$ cat src/rtl/mcf_pkg.sv
package mcf_pkg;
  localparam int MAC_W     = 48;
  localparam int CRC_W     = 32;
  localparam int WORD_W    = 16;
  localparam int HIDX_W    = 6;
  localparam int HASH_BINS = 2 ** HIDX_W;
  localparam int HASH_WRDS = HASH_BINS / WORD_W;
  localparam logic [CRC_W-1:0] CRC_POLY = 32'hEDB88320;

  typedef logic [MAC_W-1:0]  mac_t;
  typedef logic [HIDX_W-1:0] hidx_t;

  // Reflected CRC over the address, byte 0 first, LSB first. The
  // bit reversal and byte swap are folded into a fixed bit pick:
  // swapped[28]..swapped[24] come from raw bits 27..31, swapped[23]
  // from raw bit 16.
  function automatic hidx_t hash_index(input mac_t a);
    logic [CRC_W-1:0] c;
    logic             fb;
    c = '1;
    for (int i = 0; i < MAC_W; i++) begin
      fb = c[0] ^ a[i];
      c  = {1'b0, c[CRC_W-1:1]} ^ (fb ? CRC_POLY : '0);
    end
    return {c[27], c[28], c[29], c[30], c[31], c[16]};
  endfunction
endpackage

$ cat src/rtl/mcf_regs.sv
module mcf_regs
  import mcf_pkg::*;
#(
  parameter  int NUM_EXACT = 2,
  parameter  int CFG_AW    = 4,
  localparam int CTRL_W    = 2 + NUM_EXACT,
  localparam int HASH_BASE = 1 + 3 * NUM_EXACT
) (
  input  logic                             clk,
  input  logic                             rst_n,
  input  logic                             cfg_we,
  input  logic [CFG_AW-1:0]                cfg_addr,
  input  logic [WORD_W-1:0]                cfg_wdata,
  output logic                             promisc_en,
  output logic                             hash_en,
  output logic [NUM_EXACT-1:0]             ex_en,
  output logic [NUM_EXACT-1:0][MAC_W-1:0]  ex_addr,
  output logic [HASH_BINS-1:0]             hash_tbl
);
  logic [CTRL_W-1:0] ctrl_q, ctrl_d;

  always_comb begin
    ctrl_d = ctrl_q;
    if (cfg_we && cfg_addr == '0) ctrl_d = cfg_wdata[CTRL_W-1:0];
  end

  always_ff @(posedge clk or negedge rst_n) begin
    if (!rst_n) ctrl_q <= '0;
    else        ctrl_q <= ctrl_d;
  end

  assign promisc_en = ctrl_q[0];
  assign hash_en    = ctrl_q[1];
  assign ex_en      = ctrl_q[CTRL_W-1:2];

  // Exact entries: three byte-swapped words each, locked while enabled.
  for (genvar e = 0; e < NUM_EXACT; e++) begin : g_entry
    for (genvar w = 0; w < 3; w++) begin : g_word
      logic [WORD_W-1:0] word_q, word_d;
      logic              wsel;
      assign wsel = cfg_we && !ctrl_q[2+e] &&
                    (cfg_addr == CFG_AW'(1 + 3 * e + w));
      always_comb begin
        word_d = word_q;
        if (wsel) word_d = cfg_wdata;
      end
      always_ff @(posedge clk or negedge rst_n) begin
        if (!rst_n) word_q <= '0;
        else        word_q <= word_d;
      end
      assign ex_addr[e][WORD_W*w +: WORD_W] = word_q;
    end
  end

  // Hash table words, word k holds bins 16k..16k+15.
  for (genvar k = 0; k < HASH_WRDS; k++) begin : g_hash
    logic [WORD_W-1:0] hw_q, hw_d;
    logic              hsel;
    assign hsel = cfg_we && (cfg_addr == CFG_AW'(HASH_BASE + k));
    always_comb begin
      hw_d = hw_q;
      if (hsel) hw_d = cfg_wdata;
    end
    always_ff @(posedge clk or negedge rst_n) begin
      if (!rst_n) hw_q <= '0;
      else        hw_q <= hw_d;
    end
    assign hash_tbl[WORD_W*k +: WORD_W] = hw_q;
  end
endmodule

$ cat src/rtl/mcf_exact.sv
module mcf_exact
  import mcf_pkg::*;
#(
  parameter int NUM_EXACT = 2
) (
  input  mac_t                            addr,
  input  logic [NUM_EXACT-1:0]            ex_en,
  input  logic [NUM_EXACT-1:0][MAC_W-1:0] ex_addr,
  output logic                            hit
);
  logic [NUM_EXACT-1:0] hit_vec;

  for (genvar e = 0; e < NUM_EXACT; e++) begin : g_cmp
    assign hit_vec[e] = ex_en[e] && (ex_addr[e] == addr);
  end

  assign hit = |hit_vec;
endmodule

$ cat src/rtl/mcf_hash.sv
module mcf_hash
  import mcf_pkg::*;
(
  input  mac_t                 addr,
  input  logic [HASH_BINS-1:0] hash_tbl,
  output hidx_t                idx,
  output logic                 bin_set
);
  // Index bits 5:4 pick the word and 3:0 the bit, which is the flat bin.
  assign idx     = hash_index(addr);
  assign bin_set = hash_tbl[idx];
endmodule

$ cat src/rtl/mcf_filter.sv
module mcf_filter
  import mcf_pkg::*;
#(
  parameter  int NUM_EXACT = 2,
  localparam int CFG_AW    = $clog2(1 + 3 * NUM_EXACT + HASH_WRDS)
) (
  input  logic              clk,
  input  logic              rst_n,
  input  logic              cfg_we,
  input  logic [CFG_AW-1:0] cfg_addr,
  input  logic [15:0]       cfg_wdata,
  input  logic              da_valid,
  input  logic [47:0]       da_addr,
  output logic              res_valid,
  output logic              res_accept,
  output logic [5:0]        res_hash_idx
);
  logic                            promisc_en, hash_en;
  logic [NUM_EXACT-1:0]            ex_en;
  logic [NUM_EXACT-1:0][MAC_W-1:0] ex_addr;
  logic [HASH_BINS-1:0]            hash_tbl;

  mcf_regs #(.NUM_EXACT(NUM_EXACT), .CFG_AW(CFG_AW)) regs_i (
    .clk(clk), .rst_n(rst_n), .cfg_we(cfg_we), .cfg_addr(cfg_addr),
    .cfg_wdata(cfg_wdata), .promisc_en(promisc_en), .hash_en(hash_en),
    .ex_en(ex_en), .ex_addr(ex_addr), .hash_tbl(hash_tbl)
  );

  // Capture stage
  logic s1_valid_q, s1_valid_d;
  mac_t s1_addr_q, s1_addr_d;

  always_comb begin
    s1_valid_d = da_valid;
    s1_addr_d  = da_valid ? da_addr : s1_addr_q;
  end

  always_ff @(posedge clk or negedge rst_n) begin
    if (!rst_n) begin
      s1_valid_q <= 1'b0;
      s1_addr_q  <= '0;
    end else begin
      s1_valid_q <= s1_valid_d;
      s1_addr_q  <= s1_addr_d;
    end
  end

  // Decision stage
  logic  exact_hit, bin_set;
  hidx_t idx;

  mcf_exact #(.NUM_EXACT(NUM_EXACT)) exact_i (
    .addr(s1_addr_q), .ex_en(ex_en), .ex_addr(ex_addr), .hit(exact_hit)
  );

  mcf_hash hash_i (
    .addr(s1_addr_q), .hash_tbl(hash_tbl), .idx(idx), .bin_set(bin_set)
  );

  logic  is_group, hash_hit, decide;
  assign is_group = s1_addr_q[0];
  assign hash_hit = hash_en && is_group && bin_set;
  assign decide   = promisc_en || exact_hit || hash_hit;

  logic  res_valid_q, res_valid_d, res_accept_q, res_accept_d;
  hidx_t res_idx_q, res_idx_d;

  always_comb begin
    res_valid_d  = s1_valid_q;
    res_accept_d = res_accept_q;
    res_idx_d    = res_idx_q;
    if (s1_valid_q) begin
      res_accept_d = decide;
      res_idx_d    = idx;
    end
  end

  always_ff @(posedge clk or negedge rst_n) begin
    if (!rst_n) begin
      res_valid_q  <= 1'b0;
      res_accept_q <= 1'b0;
      res_idx_q    <= '0;
    end else begin
      res_valid_q  <= res_valid_d;
      res_accept_q <= res_accept_d;
      res_idx_q    <= res_idx_d;
    end
  end

  assign res_valid    = res_valid_q;
  assign res_accept   = res_accept_q;
  assign res_hash_idx = res_idx_q;
endmodule

$ cat config.mk
export PLATFORM = sky130hd
export DESIGN_NAME = mcf_filter
export DESIGN_NICKNAME = d
export VERILOG_FILES = /design/src/rtl/mcf_pkg.sv /design/src/rtl/mcf_regs.sv /design/src/rtl/mcf_exact.sv /design/src/rtl/mcf_hash.sv /design/src/rtl/mcf_filter.sv
export SDC_FILE = /design/constraint.sdc
export NUM_CORES = 1
export LEC_CHECK = 0
export ABC_CLOCK_PERIOD_IN_PS = 3900
export CAP_MARGIN = 20
export CORE_AREA = 2 2 120 210
export CTS_CLUSTER_SIZE = 10
export DETAILED_ROUTE_END_ITERATION = 16
export DIE_AREA = 0 0 122 212
export DONT_BUFFER_PORTS = 1
export GPL_TIMING_DRIVEN = 0
export PLACE_DENSITY_LB_ADDON = 0.15
export REMOVE_ABC_BUFFERS = 1
export SYNTH_ARGS = -nofsm -noshare
export SYNTH_HDL_FRONTEND = slang
export SYNTH_SLANG_ARGS = --single-unit
$ cat constraint.sdc
create_clock -name clk -period 3.9 [get_ports clk]
set_input_delay 0.585 -clock clk [delete_from_list [all_inputs] [get_ports clk]]
set_output_delay 0.585 -clock clk [all_outputs]
set_load 0.1 [all_outputs]
Word level (Yosys, flattened, before mapping)

Index checks and enable logic that the tools add are counted.
Widths: inputs -> output; s select.

Bitwise logic cells: 95
Mux-type cells: 50
Eq/ne operators: 12
Order comparisons: 1
Reductions and logical operators: 23

Operators with widths:

| operator           | number |
|---|---|
| $mux 32            | 48 |
| $xor 31x32->32     | 47 |
| $eq 48x48->1       | 2 |
| $xor 1x1->1        | 47 |
| $not 31->31        | 1 |
| $logic_and 1x1->1  | 17 |
| $eq 4x3->1 const B | 4 |
| $eq 4x4->1 const B | 3 |
| $eq 4x2->1 const B | 2 |
| $lt 6x7->1 const B | 1 |
| $bmux 1 s6         | 1 |
| $eq 4x1->1 const B | 1 |
| $logic_not 4->1    | 1 |
| $logic_not 1->1    | 2 |
| $logic_or 1x1->1   | 2 |
| $reduce_or 2->1    | 1 |
| $mux 1             | 1 |

Logic and storage cells: 197
Bits in registers: 221
Bits of input ports: 72
Output and inout bits: 8

Depth between registers and ports, before layout

Gate-level depths: netlist of the first run.

Depth after elaboration: 147
Gate-level depth with buffers: 15
Mapped depth without buffers: 12

By module

Synthesis of the first run repeated with hierarchy kept, for this count alone.

Cells, all modules: 892
Area, all modules: 12512.0 um2

Modules (own cells, without submodules):

| module     | area each (um2) | cells an instance | times used | sequential area each (um2) |
|---|---|---|---|---|
| mcf_regs   | 6368.6          | 376               | 1          | 4103.9 |
| mcf_hash   | 2880.3          | 256               | 1          | 0.0 |
| mcf_filter | 2175.8          | 120               | 1          | 1426.4 |
| mcf_exact  | 1087.3          | 140               | 1          | 0.0 |

Worst setup path after synthesis of the first run

No wires, ideal clock.

Path type: reg-to-reg
Start point: register s1_addr_q[7]
End point: register res_accept_q (netlist: res_accept)
Stages on the path, launching flop included: 14
Arrival time: 3901 ps
Clock period less this slack: 3992 ps
Setup slack: -92 ps
Library setup time: 92 ps
Cells stage by stage: dfrtp_1 > buf_2 > xnor3_2 > xnor3_1 > xnor3_2 > xor2_1 > xnor3_1 > xnor3_1 > xor2_4 > buf_6 > a2111oi_0 > o41ai_1 > and4b_1 > o31ai_2

Cells in the longest elaborated chain, start to end: 59

RTL lines:

| what                                          | RTL line                     | text |
|---|---|---|
| start: declaration                            | mcf_filter.sv:31             | `mac_t s1_addr_q, s1_addr_d;` |
| start signal: assignment                      | mcf_filter.sv:44             | `s1_addr_q <= s1_addr_d;` |
| $xor 1x1->1                                   | mcf_pkg.sv:22                | `fb = c[0] ^ a[i];` |
| $mux 32                                       | mcf_pkg.sv:23                | `c = {1'b0, c[CRC_W-1:1]} ^ (fb ? CRC_POLY : '0);` |
| $xor 31x32->32 (6 in series)                  | mcf_pkg.sv:23                |  |
| $xor 1x1->1 or $xor 31x32->32 (tied branches) | mcf_pkg.sv:22, mcf_pkg.sv:23 |  |
| $mux 32 or $xor 31x32->32 (tied branches)     | mcf_pkg.sv:23                |  |
| $xor 31x32->32                                | mcf_pkg.sv:23                |  |
| $xor 31x32->32 or $xor 1x1->1 (tied branches) | mcf_pkg.sv:23, mcf_pkg.sv:22 |  |
| $xor 31x32->32, or another cell as far along  | mcf_pkg.sv:23                |  |
| [38 not listed]                               | n/a                          |  |
| $xor 31x32->32 or $xor 1x1->1 (tied branches) | mcf_pkg.sv:23, mcf_pkg.sv:22 |  |
| $xor 31x32->32, or another cell as far along  | mcf_pkg.sv:23                |  |
| $xor 31x32->32 or $mux 32 (tied branches)     | mcf_pkg.sv:23                |  |
| $xor 31x32->32                                | mcf_pkg.sv:23                |  |
| $bmux 1 s6                                    | mcf_hash.sv:11               | `assign bin_set = hash_tbl[idx];` |
| $mux 1 (implied by the code)                  | mcf_hash.sv:11               |  |
| $logic_and 1x1->1                             | mcf_filter.sv:62             | `assign hash_hit = hash_en && is_group && bin_set;` |
| $logic_or 1x1->1 (*)                          | mcf_filter.sv:63             | `assign decide = promisc_en \|\| exact_hit \|\| hash_hit;` |
| end signal: assignment                        | mcf_filter.sv:85             | `res_accept_q <= res_accept_d;` |
| end: declaration                              | mcf_filter.sv:65             | `logic res_valid_q, res_valid_d, res_accept_q, res_accept_d;` |

Mark *: on every way between the ends. The rest lies on a longest branch, timed or not. The select of a mux whose other input is x is not followed.
A chain may end at the register's enable or synchronous reset.

Worst setup path after layout of the first run

Start point: register s1_addr_q[1]
End point: register res_accept_q (netlist: res_accept)

Cells in the longest elaborated chain, start to end: 67

RTL lines:

| what                                          | RTL line |
|---|---|
| $xor 1x1->1                                   | mcf_pkg.sv:22 |
| $mux 32                                       | mcf_pkg.sv:23 |
| $xor 31x32->32 (6 in series)                  | mcf_pkg.sv:23 |
| $xor 1x1->1 or $xor 31x32->32 (tied branches) | mcf_pkg.sv:22, mcf_pkg.sv:23 |
| $mux 32 or $xor 31x32->32 (tied branches)     | mcf_pkg.sv:23 |
| $xor 31x32->32                                | mcf_pkg.sv:23 |
| $xor 31x32->32 or $xor 1x1->1 (tied branches) | mcf_pkg.sv:23, mcf_pkg.sv:22 |
| $xor 31x32->32, or another cell as far along  | mcf_pkg.sv:23 |
| [46 not listed]                               | n/a |
| $xor 31x32->32 or $xor 1x1->1 (tied branches) | mcf_pkg.sv:23, mcf_pkg.sv:22 |
| $xor 31x32->32, or another cell as far along  | mcf_pkg.sv:23 |
| $xor 31x32->32 or $mux 32 (tied branches)     | mcf_pkg.sv:23 |
| $xor 31x32->32                                | mcf_pkg.sv:23 |
| $bmux 1 s6                                    | mcf_hash.sv:11 |
| $mux 1 (implied by the code)                  | mcf_hash.sv:11 |
| $logic_and 1x1->1                             | mcf_filter.sv:62 |
| $logic_or 1x1->1 (*)                          | mcf_filter.sv:63 |

Marked as above.

==> results of run 1 <==
==> cell type report <==
cell class	instances	area share [%]
timing repair buffer	73	5.161
multi-input combinational	603	46.75
tap	312	2.776
inverter	21	0.5606
clock buffer	29	4.859
clock inverter	2	0.2492
sequential	221	39.64
==> worst paths after layout <==
| check | start | slack [ps] | end |
|---|---|---|---|
| max | s1_addr_q[1] | -280 | res_accept |
| min | rst_n | -260 | s1_addr_q[2] |
| max reg2reg | s1_addr_q[1] | -280 | res_accept |
| min reg2reg | regs_i.g_hash[2].hw_q[8] | 500 | regs_i.g_hash[2].hw_q[8] |
| max in group asynchronous | rst_n | 3580 | s1_addr_q[5] |
| min in group clk | da_valid | 90 | res_valid_d |
==> worst max-delay path, stage by stage (launching register included) <==
cell     delay [ps]
dfrtp_4         520
buf_4           190
xnor2_2         210
xor3_2          320
xnor2_2         170
buf_4           160
xnor2_1         230
xnor3_2         500
xnor3_2         340
xor2_4          260
buf_4           160
buf_6           110
buf_16          140
mux2i_1          80
a22oi_1         190
nand3_1         100
and4b_1         210
o31ai_2         210
==> metal layers <==
metal	vias to the layer above	wire length (um)
met5	-	0
met4	0	2432
met3	94	1338
met2	195	18870
met1	3808	11990
li1	3213	-
==> flip-flops by register name (all words and copies together) (netlist names) <==
name,count
res_valid,1
regs_i.g_hash.hw_q,64
res_accept,1
regs_i.ctrl_q,4
regs_i.g_entry.g_word.word_q,96
res_hash_idx,6
res_valid_d,1
s1_addr_q,48
==> through the flow <==
| stage | std cells | instance area (um^2) |
|---|---|---|
| floorplan | 845 | 11660 |
| global placement | 1157 | 12050 |
| detailed placement | 1160 | 12120 |
| CTS | 1253 | 13940 |
| global route | 1261 | 14060 |
| finish | 1261 | 14060 |
==> Yosys cell counts (3+ instances only) <==
master,number
mux2_2,203
xor3_1,3
nor2_1,11
a2111oi_0,3
dfrtp_1,221
o2bb2ai_1,4
nor2b_1,6
buf_4,4
a22oi_1,9
nand4_1,17
a211oi_1,4
nand2_1,28
o22ai_1,3
inv_1,21
clkbuf_1,27
xnor3_1,32
mux2i_1,30
nor4_1,8
xnor3_2,3
buf_2,11
nand3_1,8
xor2_1,48
o21ai_0,17
xnor2_1,128
buf_1,14
xnor2_2,6
==> layout by cell type (no fill, tap or decap), types with 4 or more instances in the layout <==
cell	n
dfrtp_1	204
mux2_2	203
xnor2_1	98
buf_4	56
xor2_1	40
nand2_1	28
mux2i_1	28
clkbuf_16	27
xnor2_2	25
xnor3_1	23
inv_1	21
o21ai_0	17
nand4_1	17
xnor2_4	13
xnor3_2	12
nor2_1	9
buf_12	9
dfrtp_4	9
nand3_1	8
a22oi_1	8
nor4_1	8
dfrtp_2	8
xor2_2	5
xor2_4	4
o2bb2ai_1	4
buf_6	4
==> what timing repair did <==
action | 4_1_cts | 5_1_grt
endpoints found under the setup margin | 7 | 2
buffers inserted | 60 | 7
gates resized for setup | 108 | 3
hold endpoints to repair | 221 | 221
pin swaps | 39 | 12
cloned | 2 | 0
==> kinds of logic (layout without fill, tap and decap cells) <==
group,Yosys count,count (layout),share of synthesized area (%)
flops,221,221,46.30
xor+xnor,223,223,21.64
simple gates,91,91,4.012
mux,233,233,21.65
buf+inv,81,125,3.017
compound gates,56,56,3.373
==> out/metrics.yaml, run 1 <==
outcome:
  status: "complete, but fails checks"
  violations: "negative hold slack, negative setup slack"
global_route:
  grtUsageTotal_pct: 27.58
  use_met3_pct: 3.621
  grt_max_degree: 222
  grt_first_pass_wirelength_um: 51050
  antenna_found_initial: 1
  use_met2_pct: 51.28
  globalRoute.busiestLayer: "met2"
  grt_pass1_vias: 8068
  gr-total-overflow: 0
  met1_usage_pct: 29.02
finish:
  fin_util_pct: 57.99
  seqCellArea_mm2: 0.005574
  fillers: 2046
  multi_input_area_mm2: 0.006574
  antennaDiodeCount: 0
  area_growth_pct: 17.72
  drive_gt1_share_pct: 41.94
  nets: 1018
floorplanning:
  core.rowCount: 76
  coreArea_mm2: 0.02425
  ios: 80
  die_w_um: 122
  die_area_mm2: 0.02586
  die_y_um: 212
  initial_core_util_pct: 49.26
logic_synthesis:
  async_reset_ff_share_pct: 100.0
  synth_area_leader_cell: "dfrtp_1"
  ys.flop_type: "dfrtp_1"
  synth.area.top_cells: "dfrtp_1 46%, mux2_2 19%, xnor2_1 9.4%, xnor3_1 6.0%, xor2_1 3.5%"
  ys_seq_area_share_pct: 46.30
  synth_enable_flop_cells: 0
  synth_area_mm2: 0.01194
  synth_cells: 905
  synth_seq_cells: 221
  yosysWarnings: 0
  netlist.area_leader.share_pct: 46.30
  postSynthAreaPerCell_um2: 13.20
  synth.distinct_cells: 50
clocking:
  numCtsBuffers: 26
  htree_num_levels: 1
  clk_pin_slew_ps: 60
  clock-sinks: 221
  tritoncts: "yes"
  clockBufferDepth: 3
  cts_root_buf: "clkbuf_16"
  clkLatencyLatePin_ps: 540
routing:
  final_antenna_net_count: 0
  finalWirelength_um: 34630
  drc: 0
  wire_per_inst_um: 27.46
  drtPass1Iterations: 5
  drt_iter0_markers: 422
  viasPerCell: 5.797
  num_vias: 7310
place:
  routabilityCongestion: 0.9334
  io_buffers: 0
  dp_slack_ps: -1536
  dpl.hpwl_um: 23490
setup_path:
  timing.critical_path.fanout_max: 10
  crit_required_ps: 4350
  worstSetupEndpointType: "flip-flop"
  rr_worst_depth: 17
  cp.arrival_ps: 4630
  crit_path_start_kind: "flip-flop"
  path_class: "reg2reg"
timing:
  slew_headroom_pct: 33.39
  whs_ps: -259.0
  finalSetupViolations: 1
  layout_worst_path_cycle_share_pct: 107.3
  fin_crit_ps: 4185
  finalMaxSlewViolations: 0
  fin_setup_tns_ps: -284.8
  setup_ws_ps: -284.8
  hold_viol_final: 221
  fmax_mhz: 239.0
  tightest_slew_ps: 996.7
  finClkSkew_ps: 9.968
  rsz0062_at_grt: "true"
job:
  max_cap_violations: 0
min_path:
  hp-class: "in2async"
Power of run 1 is not shown: default switching activity piles up to over one toggle a cycle in this logic, so the estimate is an artifact.
==> run 2, diff against run 1 <==
--- a/config.mk
+++ b/config.mk
@@ -7,14 +7,16 @@
 export LEC_CHECK = 0
 export ABC_CLOCK_PERIOD_IN_PS = 3900
 export CAP_MARGIN = 20
-export CORE_AREA = 2 2 120 210
+export CORE_AREA = 2 2 136 237
+export CTS_BUF_LIST = sky130_fd_sc_hd__clkbuf_16
 export CTS_CLUSTER_SIZE = 10
 export DETAILED_ROUTE_END_ITERATION = 16
-export DIE_AREA = 0 0 122 212
+export DIE_AREA = 0 0 138 239
 export DONT_BUFFER_PORTS = 1
 export GPL_TIMING_DRIVEN = 0
 export PLACE_DENSITY_LB_ADDON = 0.15
 export REMOVE_ABC_BUFFERS = 1
+export SLEW_MARGIN = 20
 export SYNTH_ARGS = -nofsm -noshare
 export SYNTH_HDL_FRONTEND = slang
 export SYNTH_SLANG_ARGS = --single-unit
==> run 2 against run 1 <==
The run still ends with negative hold slack, negative setup slack left. Critical path type unchanged. Final cell count rose by 6.7%. Hold slack improved by 14 ps. Global-route usage decreased by 5.8 points. Final area up 0.49%. Die area is 28% higher. Highest routed layer is now met5. Sequential cell count unchanged. Register-to-register slack got worse by 20 ps. Setup slack got worse by 23 ps. Critical path depth increased by 1. Count of clock-buffer cells in the layout is 2 lower. Non-clock buffer count is 1 higher.
==> out/metrics.yaml, run 2 (synthesis gave the netlist of run 1 again) <==
outcome:
  status: "complete, but fails checks"
  violations: "negative hold slack, negative setup slack"
timing:
  fin_crit_ps: 4208  # +22.73 ps
  layout_worst_path_cycle_share_pct: 107.9  # +0.58 points
  rsz0062_at_grt: "true"
  fin_setup_tns_ps: -307.6  # -22.73 ps
  fmax_mhz: 237.7  # -0.54%
  finClkSkew_ps: 12.11  # +2.143 ps
  setup_ws_ps: -307.6  # -22.73 ps
  slew_headroom_pct: 31.59  # -1.8 points
  finalSetupViolations: 1  # unchanged
  finalMaxSlewViolations: 0  # unchanged
  hold_viol_final: 221  # unchanged
  tightest_slew_ps: 1024  # +26.92 ps
  whs_ps: -244.5  # +14.46 ps
routing:
  drc: 0  # unchanged
  drt_iter0_markers: 335  # -21%
  drtPass1Iterations: 6  # +1
  num_vias: 7114  # -2.7%
  finalWirelength_um: 35550  # +2.7%
  final_antenna_net_count: 0  # unchanged
  wire_per_inst_um: 26.41  # -3.8%
  viasPerCell: 5.285  # -8.8%
global_route:
  grt_max_degree: 222  # unchanged
  use_met2_pct: 42.80  # -8.5 points
  globalRoute.busiestLayer: "met2"
  antenna_found_initial: 1  # unchanged
  grt_first_pass_wirelength_um: 52370  # +2.6%
  gr-total-overflow: 0  # unchanged
  met1_usage_pct: 22.73  # -6.3 points
  grtUsageTotal_pct: 21.77  # -5.8 points
  grt_pass1_vias: 7724  # -4.3%
  use_met3_pct: 2.724  # -0.90 points
setup_path:
  worstSetupEndpointType: "flip-flop"
  crit_path_frequent_cell: "xnor3_2"
  cp.arrival_ps: 4650  # +20 ps
  slowest_stage: "xnor3_2"
  crit_required_ps: 4350  # about the same
  worstPathCellList: "xnor3_2, buf_4, xnor3_1, xnor3_2, buf_4, xor2_2, xnor3_2, xnor3_2, xor2_4, buf_16, buf_16, buf_12, buf_12, mux2i_1, a22oi_1, nand3_1, and4b_1, o31ai_2"
  crit_path_start_kind: "flip-flop"
  path_class: "reg2reg"
  crit_path_max_incr_delay_ps: 450  # -70 ps
  timing.critical_path.fanout_max: 7  # -3
clocking:
  clock-sinks: 221  # unchanged
  cts_root_buf: "clkbuf_16"
  clockBufferDepth: 3  # unchanged
  htree_num_levels: 1  # unchanged
  clk_pin_slew_ps: 50  # about the same
  tritoncts: "yes"
  clkLatencyLatePin_ps: 540  # about the same
  numCtsBuffers: 26  # unchanged
floorplanning:
  coreArea_mm2: 0.03120  # +29%
  initial_core_util_pct: 38.28  # -11 points
  ios: 80  # unchanged
  die_w_um: 138  # +13%
  die_y_um: 239  # +13%
  die_area_mm2: 0.03298  # +28%
  core.rowCount: 86  # +13%
finish:
  layout_common_cells: "202 x mux2_2, 201 x dfrtp_1, 100 x xnor2_1, 60 x buf_4, 38 x xor2_1"
  seqCellArea_mm2: 0.005575  # about the same
  mostFrequentLayoutCell: "mux2_2"
  top_register: "regs_i.g_entry.g_word.word_q"
  area_growth_pct: 18.30
  antennaDiodeCount: 0  # unchanged
  largest_register_ffs: 96  # unchanged
  nets: 1019  # +0.098%
  multi_input_area_mm2: 0.006575  # about the same
  stdcell_area_mm2: 0.01413  # +0.49%
  drive_gt1_share_pct: 41.79  # -0.15 points
  reg_top3: "regs_i.g_entry.g_word.word_q: 96 flops, regs_i.g_hash.hw_q: 64 flops, s1_addr_q: 48 flops"
  fillers: 2884  # +41%
min_path:
  hp-class: "in2async"
place:
  io_buffers: 0  # unchanged
  routabilityCongestion: 0.8967  # -3.9%
  place_area_mm2: 0.01225  # +1.1%
  dpl.hpwl_um: 24180  # +3.0%
  dp_slack_ps: -1445  # +90.79 ps
job:
  max_cap_violations: 0  # unchanged
-- run 2: cell types whose count changed in the layout (fill, tap and decap cells not counted), sizes merged --
cell           delta
clkdlybuf4s18     -1
clkinvlp          +1
bufinv            -1
clkbuf            -2
inv               +2
buf               +2
-- run 2: what timing repair did --
item,in CTS,in global routing
pin swaps,36,12
endpoints found under the hold margin,221,221
gates resized for setup,96,6
setup endpoints to repair,6,1
setup buffers,58,11
-- run 2: final timing paths --
path / slack, ps / to / cells past startpoint / start
max: -310 / res_accept / 18 / s1_addr_q[16]
min: -240 / regs_i.g_hash[1].hw_q[11] / 0 / rst_n
max reg2reg: -310 / res_accept / 18 / s1_addr_q[16]
min reg2reg: 500 / regs_i.ctrl_q[0] / 1 / regs_i.ctrl_q[0]
max in group asynchronous: 3610 / s1_addr_q[5] / 0 / rst_n
min in group clk: 90 / res_valid_d / 0 / da_valid
-- run 2: metal layers --
layer,routed length [um],share of wire (%)
met1,12660,36
met2,19980,56
met3,1121,3.2
met4,1777,5.0
met5,13,0.037
-- run 2: stage by stage --
stage,utilization (%),instances
floorplan,-,845
global placement,38.96,1241
CTS,44.79,1334
finish,45.28,1346
global route,45.28,1346
detailed placement,39.25,1245
-- run 2: critical path, delay by kind of cell, from the launching register on --
kind / cells / cell delay [ps]
AO/OA/AOI/OAI: 2 / 390
XOR/XNOR: 7 / 1960
buffers and inverters: 6 / 870
flip-flops: 1 / 420
multiplexers: 1 / 110
AND/OR/NAND/NOR: 2 / 350
-- run 2: area by class of cell --
type	instances	share of cell area (%)
tap	396	3.507
clock inverter	4	0.1328
sequential	221	39.46
inverter	21	0.5579
clock buffer	27	4.782
timing repair buffer	74	5.030
multi-input combinational	603	46.53
Power of run 2 is left out for the same reason.
